### src/rtl/dptr_pkg.sv
package dptr_pkg;
  localparam int unsigned CTL_W   = 8;
  localparam int unsigned SEL_BIT = 0;
  localparam int unsigned DIR0_BIT = 6;
  localparam int unsigned DIR1_BIT = 7;
  localparam int unsigned NPTR    = 2;

  typedef struct packed {
    logic dir1;
    logic dir0;
    logic sel;
  } ctl_t;

  function automatic logic [CTL_W-1:0] ctl_pack(ctl_t c);
    logic [CTL_W-1:0] v;
    v = '0;
    v[SEL_BIT]  = c.sel;
    v[DIR0_BIT] = c.dir0;
    v[DIR1_BIT] = c.dir1;
    return v;
  endfunction
endpackage

### src/rtl/dptr_ctl.sv
module dptr_ctl
  import dptr_pkg::*;
(
  input  logic             clk_i,
  input  logic             rst_ni,
  input  logic             we_i,
  input  logic [CTL_W-1:0] wdata_i,
  output ctl_t             ctl_o
);
  always_ff @(posedge clk_i or negedge rst_ni) begin
    if (!rst_ni) begin
      ctl_o <= '0;
    end else if (we_i) begin
      ctl_o.sel  <= wdata_i[SEL_BIT];
      ctl_o.dir0 <= wdata_i[DIR0_BIT];
      ctl_o.dir1 <= wdata_i[DIR1_BIT];
    end
  end
endmodule

### src/rtl/dptr_reg.sv
module dptr_reg #(
  parameter int unsigned W = 16
) (
  input  logic         clk_i,
  input  logic         rst_ni,
  input  logic         en_i,
  input  logic         ld_i,
  input  logic [W-1:0] ld_data_i,
  input  logic         step_i,
  input  logic         down_i,
  output logic [W-1:0] q_o
);
  logic [W-1:0] step_val;

  // modulo-2^W wrap via natural overflow
  always_comb begin
    step_val = down_i ? q_o - W'(1) : q_o + W'(1);
  end

  always_ff @(posedge clk_i or negedge rst_ni) begin
    if (!rst_ni) begin
      q_o <= '0;
    end else if (en_i) begin
      if (ld_i)        q_o <= ld_data_i;
      else if (step_i) q_o <= step_val;
    end
  end
endmodule

### src/rtl/dptr_pair.sv
module dptr_pair
  import dptr_pkg::*;
#(
  parameter int unsigned W = 16
) (
  input  logic             clk_i,
  input  logic             rst_ni,
  input  logic             ctl_we_i,
  input  logic [CTL_W-1:0] ctl_wdata_i,
  input  logic             ld_i,
  input  logic [W-1:0]     ld_data_i,
  input  logic             step_i,
  output logic [CTL_W-1:0] ctl_o,
  output logic [W-1:0]     ptr0_o,
  output logic [W-1:0]     ptr1_o,
  output logic [W-1:0]     act_o
);
  ctl_t ctl;
  logic [NPTR-1:0] dir;
  logic [W-1:0] ptr [NPTR];

  dptr_ctl u_ctl (
    .clk_i   (clk_i),
    .rst_ni  (rst_ni),
    .we_i    (ctl_we_i),
    .wdata_i (ctl_wdata_i),
    .ctl_o   (ctl)
  );

  assign dir = {ctl.dir1, ctl.dir0};

  for (genvar i = 0; i < NPTR; i++) begin : g_ptr
    dptr_reg #(.W(W)) u_reg (
      .clk_i     (clk_i),
      .rst_ni    (rst_ni),
      .en_i      (ctl.sel == 1'(i)),
      .ld_i      (ld_i),
      .ld_data_i (ld_data_i),
      .step_i    (step_i),
      .down_i    (dir[i]),
      .q_o       (ptr[i])
    );
  end

  assign ctl_o  = ctl_pack(ctl);
  assign ptr0_o = ptr[0];
  assign ptr1_o = ptr[1];
  assign act_o  = ctl.sel ? ptr[1] : ptr[0];
endmodule

### config.mk
export PLATFORM = sky130hd
export DESIGN_NAME = dptr_pair
export DESIGN_NICKNAME = d
export VERILOG_FILES = /design/src/rtl/dptr_pkg.sv /design/src/rtl/dptr_ctl.sv /design/src/rtl/dptr_reg.sv /design/src/rtl/dptr_pair.sv
export SDC_FILE = /design/constraint.sdc
export NUM_CORES = 1
export LEC_CHECK = 0
export ABC_AREA = 1
export ABC_CLOCK_PERIOD_IN_PS = 4930
export BUFFER_PORTS_ARGS = -buffer_cell sky130_fd_sc_hd__buf_2
export CORE_MARGIN = 4
export CORE_UTILIZATION = 60
export DETAILED_ROUTE_END_ITERATION = 10
export GPL_TIMING_DRIVEN = 0
export PLACE_DENSITY = 0.87
export REMOVE_ABC_BUFFERS = 1
export SYNTH_ARGS = -nofsm -noshare
export SYNTH_HDL_FRONTEND = slang
export SYNTH_SLANG_ARGS = --single-unit
### constraint.sdc
create_clock -name clk_i -period 4.93 [get_ports clk_i]
set_input_delay 0.986 -clock clk_i [delete_from_list [all_inputs] [get_ports clk_i]]
set_output_delay 0.986 -clock clk_i [all_outputs]
set_load 0.01 [all_outputs]
---- Word level (Yosys, flattened, before mapping) ----
Cells that the tools add are included.
word-level totals
  memory bits (writable) .................. 0
  register bits after elaboration ......... 35
  output and inout bits ................... 56
  ROM bits ................................ 0
  logic and storage cells ................. 20
  latch bits .............................. 0
  memories ................................ 0
operators by class
  div/mod/pow operators ................... 0
  $lt $le $gt $ge ......................... 0
  shift-type cells ........................ 0
  bitwise gates (word level) .............. 1
  add/sub/neg operators ................... 4
  multiply operators ...................... 0
  reduce and logical (&&, ||, !) cells .... 3
  mux-type cells .......................... 7
  equality and inequality tests ........... 0
operators by type and width
  operator                                                               count
  16-bit 2-to-1 mux                                                      7
  16-bit by 1-bit adder with 16-bit output (second input constant)       2
  16-bit by 1-bit subtractor with 16-bit output (second input constant)  2
  2-bit AND reduction                                                    2
  2-bit nonzero test                                                     1
  1-bit inverter                                                         1

---- Depth between registers and ports, before layout ----
  word-level depth ........................ 4
  gate-level depth with buffers ........... 10
  depth with buffers taken out ............ 10

---- Modules after synthesis ----
From an unflattened synthesis, not the netlist that was laid out.
second synthesis, totals
  cells, all modules ...................... 628
  area, all modules ....................... 3768.6 um^2
modules (own cells, without submodules)
  module                     sequential area each (um^2)  cells an instance  area an instance (um^2)  instances
  dptr_reg (g_ptr[0].u_reg)  400.4                        279                1719.1                   1
  dptr_reg (g_ptr[1].u_reg)  400.4                        278                1656.6                   1
  dptr_pair                  0.0                          58                 280.3                    1
  dptr_ctl                   75.1                         13                 112.6                    1

---- Least setup slack after synthesis ----
No wires, ideal clock.
  path kind ............................... register to output
  from .................................... reg, netlist name u_ctl.ctl_o[0]
  to ...................................... out act_o[10]
  arrival ................................. 0.989 ns
  cell stages (with the launch flop) ...... 5
  path slack .............................. 2.955 ns
  required time ........................... 3.944 ns
  buffers on the path ..................... 1
  cell sequence ........................... dfrtp_1 inv_1 clkbuf_1 nand2_1 nand2_1
between the ends
  longest elaborated chain between the ends .. 1
ends and longest elaborated chain
  what               line             text
  16-bit 2-to-1 mux  dptr_pair.sv:48  assign act_o = ctl.sel ? ptr[1] : ptr[0];
  end: declaration   dptr_pair.sv:16  output logic [W-1:0] act_o
No other way between the ends.

---- Worst setup path after layout ----
  from .................................... reg, netlist name u_ctl.ctl_o[0]
  to ...................................... out act_o[9]
between the ends
  longest elaborated chain between the ends .. 1
ends and longest elaborated chain
  what               line
  16-bit 2-to-1 mux  dptr_pair.sv:48
No other way between the ends.

==> run_results.csv <==
group,metric,value,unit
detailed_routing,wl,9.82,mm
floorplanning,start_util,62.5,%
detailed_routing,wl_met2,4.86,mm
placement,io_buffers,74,
timing,report.final.slew_viol_count,0,
global_route,antenna_found_initial,0,
timing,relSlewSlack,48.8,%
floorplanning,fp.dieH,87.0,um
synthesis,synth_edf_count,0,
finish,area_delta_synth_final,12.3,%
timing,rsz0062_at_grt,"false",
power,p_comb_share,62.4,%
clocking,clock_latency,0.29,ns
timing,period_share,58.4,%
power,internal_power,1.02,mW
power,swShare,49.7,%
worst_setup_path,slowest_delay,0.77,ns
detailed_routing,drtIter0Drc,258,
worst_setup_path,path_cells,"inv_1 > nand2_1 > nand2_1 > buf_2",
finish,n_antenna_cell,0,
floorplanning,io_pins,85,
global_route,grt_pass1_wl,16.8,mm
detailed_routing,vias_per_cell,5.31,
clocking,clockBufferDepth,2,
synthesis,synth_commonest_cells,"nand2_1, inv_1, nor2_1, nand3_1, dfrtp_1",
synthesis,ys_top_cells_by_area,"dfrtp_1, nand2_1, ha_1",
clocking,clk_pin_slew,0.07,ns
power,p_leak,2.47,nW
global_route,first_global_vias,3776,
synthesis,syn_avg_cell_area,6.17,sq um
synthesis,yosysWarnings,0,
floorplanning,die_x,87.0,um
synthesis,ys_seq_elements,35,
synthesis,synthSimpleGateAreaFrac,43.1,%
worst_setup_path,arrival,1.89,ns
power,power,2.02,mW
min_path,holdCritPathClass,"register to register",
clocking,clock_sinks,35,
synthesis,synth.distinct_cells,34,
synthesis,synth.cell_area,3740,sq um
finish,multi_input_area,2410,sq um
synthesis,synthFlopType,"dfrtp_1",
finish,regArea,876,sq um
detailed_routing,met3_length,533,um
status,status,"complete, no violations",
clocking,cts_buffers,5,
run,drv_cap,0,
synthesis,synth_top_family_by_area,"simple AND/OR/NAND/NOR gates",
clocking,post_cts_buffers,0,
detailed_routing,vias,3974,
power,clkPwrFrac,13.1,%
worst_setup_path,crit_path_end_kind,"primary output",
power,ir_worst_vdd,0.254,mV
floorplanning,core,5990,sq um
synthesis,synth_most_common_cell,"nand2_1",
timing,fmax,347,MHz
global_route,grt.total_usage,27.7,%
detailed_routing,routed.top_layer,"met4",
power,power_density,481,nW/um^2
worst_setup_path,cp_slowest_cell,"dfrtp_1",
timing,setup_viol,0,
timing,tightest_slew,0.768,ns
finish,fill_cells,530,
worst_setup_path,required,3.94,ns
synthesis,async_flop_share,100,%
timing,fin_setup_tns,0,ns
power,p_sw,1.00,mW
floorplanning,dieArea,7570,sq um
worst_setup_path,r2r.worst_path.cells,5,
worst_setup_path,crit_top_cell,"nand2_1",
clocking,cts_tree,"done",
min_path,holdPathStages,2,
clocking,cts_resized,0,
detailed_routing,drcViolationCount,0,
global_route,grt_max_degree,36,
clocking,cts_root_buf,"clkbuf_8",
timing,clock_skew,0.00484,ns
worst_setup_path,path_class,"register to primary output",
synthesis,yosysTopAreaCell,"dfrtp_1",
finish,drive_above_1_share,18.4,%
detailed_routing,route.antenna.remaining_nets,0,
synthesis,yosysSeqAreaShare,23.4,%
worst_setup_path,startpoint_type,"register",
placement,place.gp.congestion,0.903,
synthesis,synthAdderAreaFrac,10.4,%
worst_setup_path,cp_max_fo,21,
clocking,htree_num_levels,2,
detailed_routing,met1Wirelength,4.09,mm
timing,hold_violations,0,
detailed_routing,dr.pass1.iters,7,
synthesis,synth_top_area_share,23.4,%
detailed_routing,wire_per_inst,13.1,um
placement,hpwlAfterDp,7.83,mm
synthesis,synth_compound_area_share,8.89,%
power,p_seq_share,24.4,%
finish,nets,731,
synthesis,postSynthCellCount,607,
clocking,hold_buffers,0,
floorplanning,rows,28,
synthesis,synth_xor_area_share,0.702,%
timing,period_needed,2.88,ns
synthesis,muxShareOfSynthArea,0.602,%
global_route,grt-ovfl-total,0,
==> state kept, by name (all words and copies together), names as in the netlist <==
register	flops
g_ptr.u_reg.q_o	32
u_ctl.ctl_o	3
==> final timing paths <==
path	from	end	slack [ns]
min in group asynchronous	rst_ni	g_ptr[0].u_reg.q_o[0]	0.77
worst max-delay path	u_ctl.ctl_o[0]	act_o[9]	2.05
worst min-delay path	g_ptr[1].u_reg.q_o[11]	g_ptr[1].u_reg.q_o[11]	0.59
max in group asynchronous	rst_ni	g_ptr[1].u_reg.q_o[10]	3.68
worst min register to register	g_ptr[1].u_reg.q_o[11]	g_ptr[1].u_reg.q_o[11]	0.59
worst max register to register	u_ctl.ctl_o[0]	g_ptr[1].u_reg.q_o[11]	2.41
==> per-layer routing <==
layer | GRT usage [%] | vias to the layer above
met4 | 11.8 | 0
met3 | 4.07 | 28
met2 | 47.5 | 125
li1 | - | 2028
met5 | 0 | -
met1 | 34.4 | 1793
==> power groups by stage <==
stage	clock network (mW)	registers [mW]	logic, mW
after global placement	0	0.493	1.20
after floorplan	0	0.501	0.890
final	0.265	0.494	1.26
after global routing	0.283	0.508	1.44
after CTS	0.268	0.492	1.26
after detailed placement	0	0.497	1.25
==> cell type report <==
class | instances | share of cell area (%)
clock buffer | 6 | 1.96
multi-input combinational | 467 | 57.2
inverter | 89 | 8.07
clock inverter | 2 | 0.834
tap | 75 | 2.23
timing repair buffer | 74 | 8.81
sequential | 35 | 20.8
==> cell usage in the layout, fill, tap and decap left out, types with 5 or more instances in the layout <==
cell,count
dfrtp_1,35
nand3_2,10
buf_2,74
nand3_1,39
conb_1,5
nor3_1,5
a21oi_2,7
clkbuf_8,6
nor2_1,64
a31oi_1,15
nand2_2,9
ha_1,28
a21oi_1,21
or2_2,6
o21ai_0,8
nand2_1,226
inv_1,86
nand3b_1,6
==> cells by family (layout without fill, tap and decap cells) <==
| family | count (synthesis) | count (layout) |
|---|---|---|
| flops | 35 | 35 |
| buf+inv | 109 | 171 |
| simple gates | 374 | 374 |
| other cells | 1 | 5 |
| compound gates | 53 | 53 |
| fa+ha+maj | 30 | 30 |
| mux | 2 | 2 |
| xor+xnor | 3 | 3 |
==> through the flow <==
step           hold WS [ns]  instance area (sq um)  setup slack [ns]  instances  utilization, %
2_1_floorplan         0.598                   3620              2.73        591               -
3_3_place_gp          0.575                   4090              2.23        740            68.2
3_5_place_dp          0.584                   4090              2.21        740            68.2
4_1_cts               0.599                   4200              2.06        748            70.2
5_1_grt               0.634                   4200              1.85        748            70.2
6_report              0.593                   4200              2.05        748            70.2
==> worst max-delay path: cells and delay by family (launching register included) <==
kind          cells  cell delay (ns)
buf+inv           2             0.61
flops             1             0.77
simple gates      2             0.22
No activity file was read; power rests on OpenSTA's default activity.
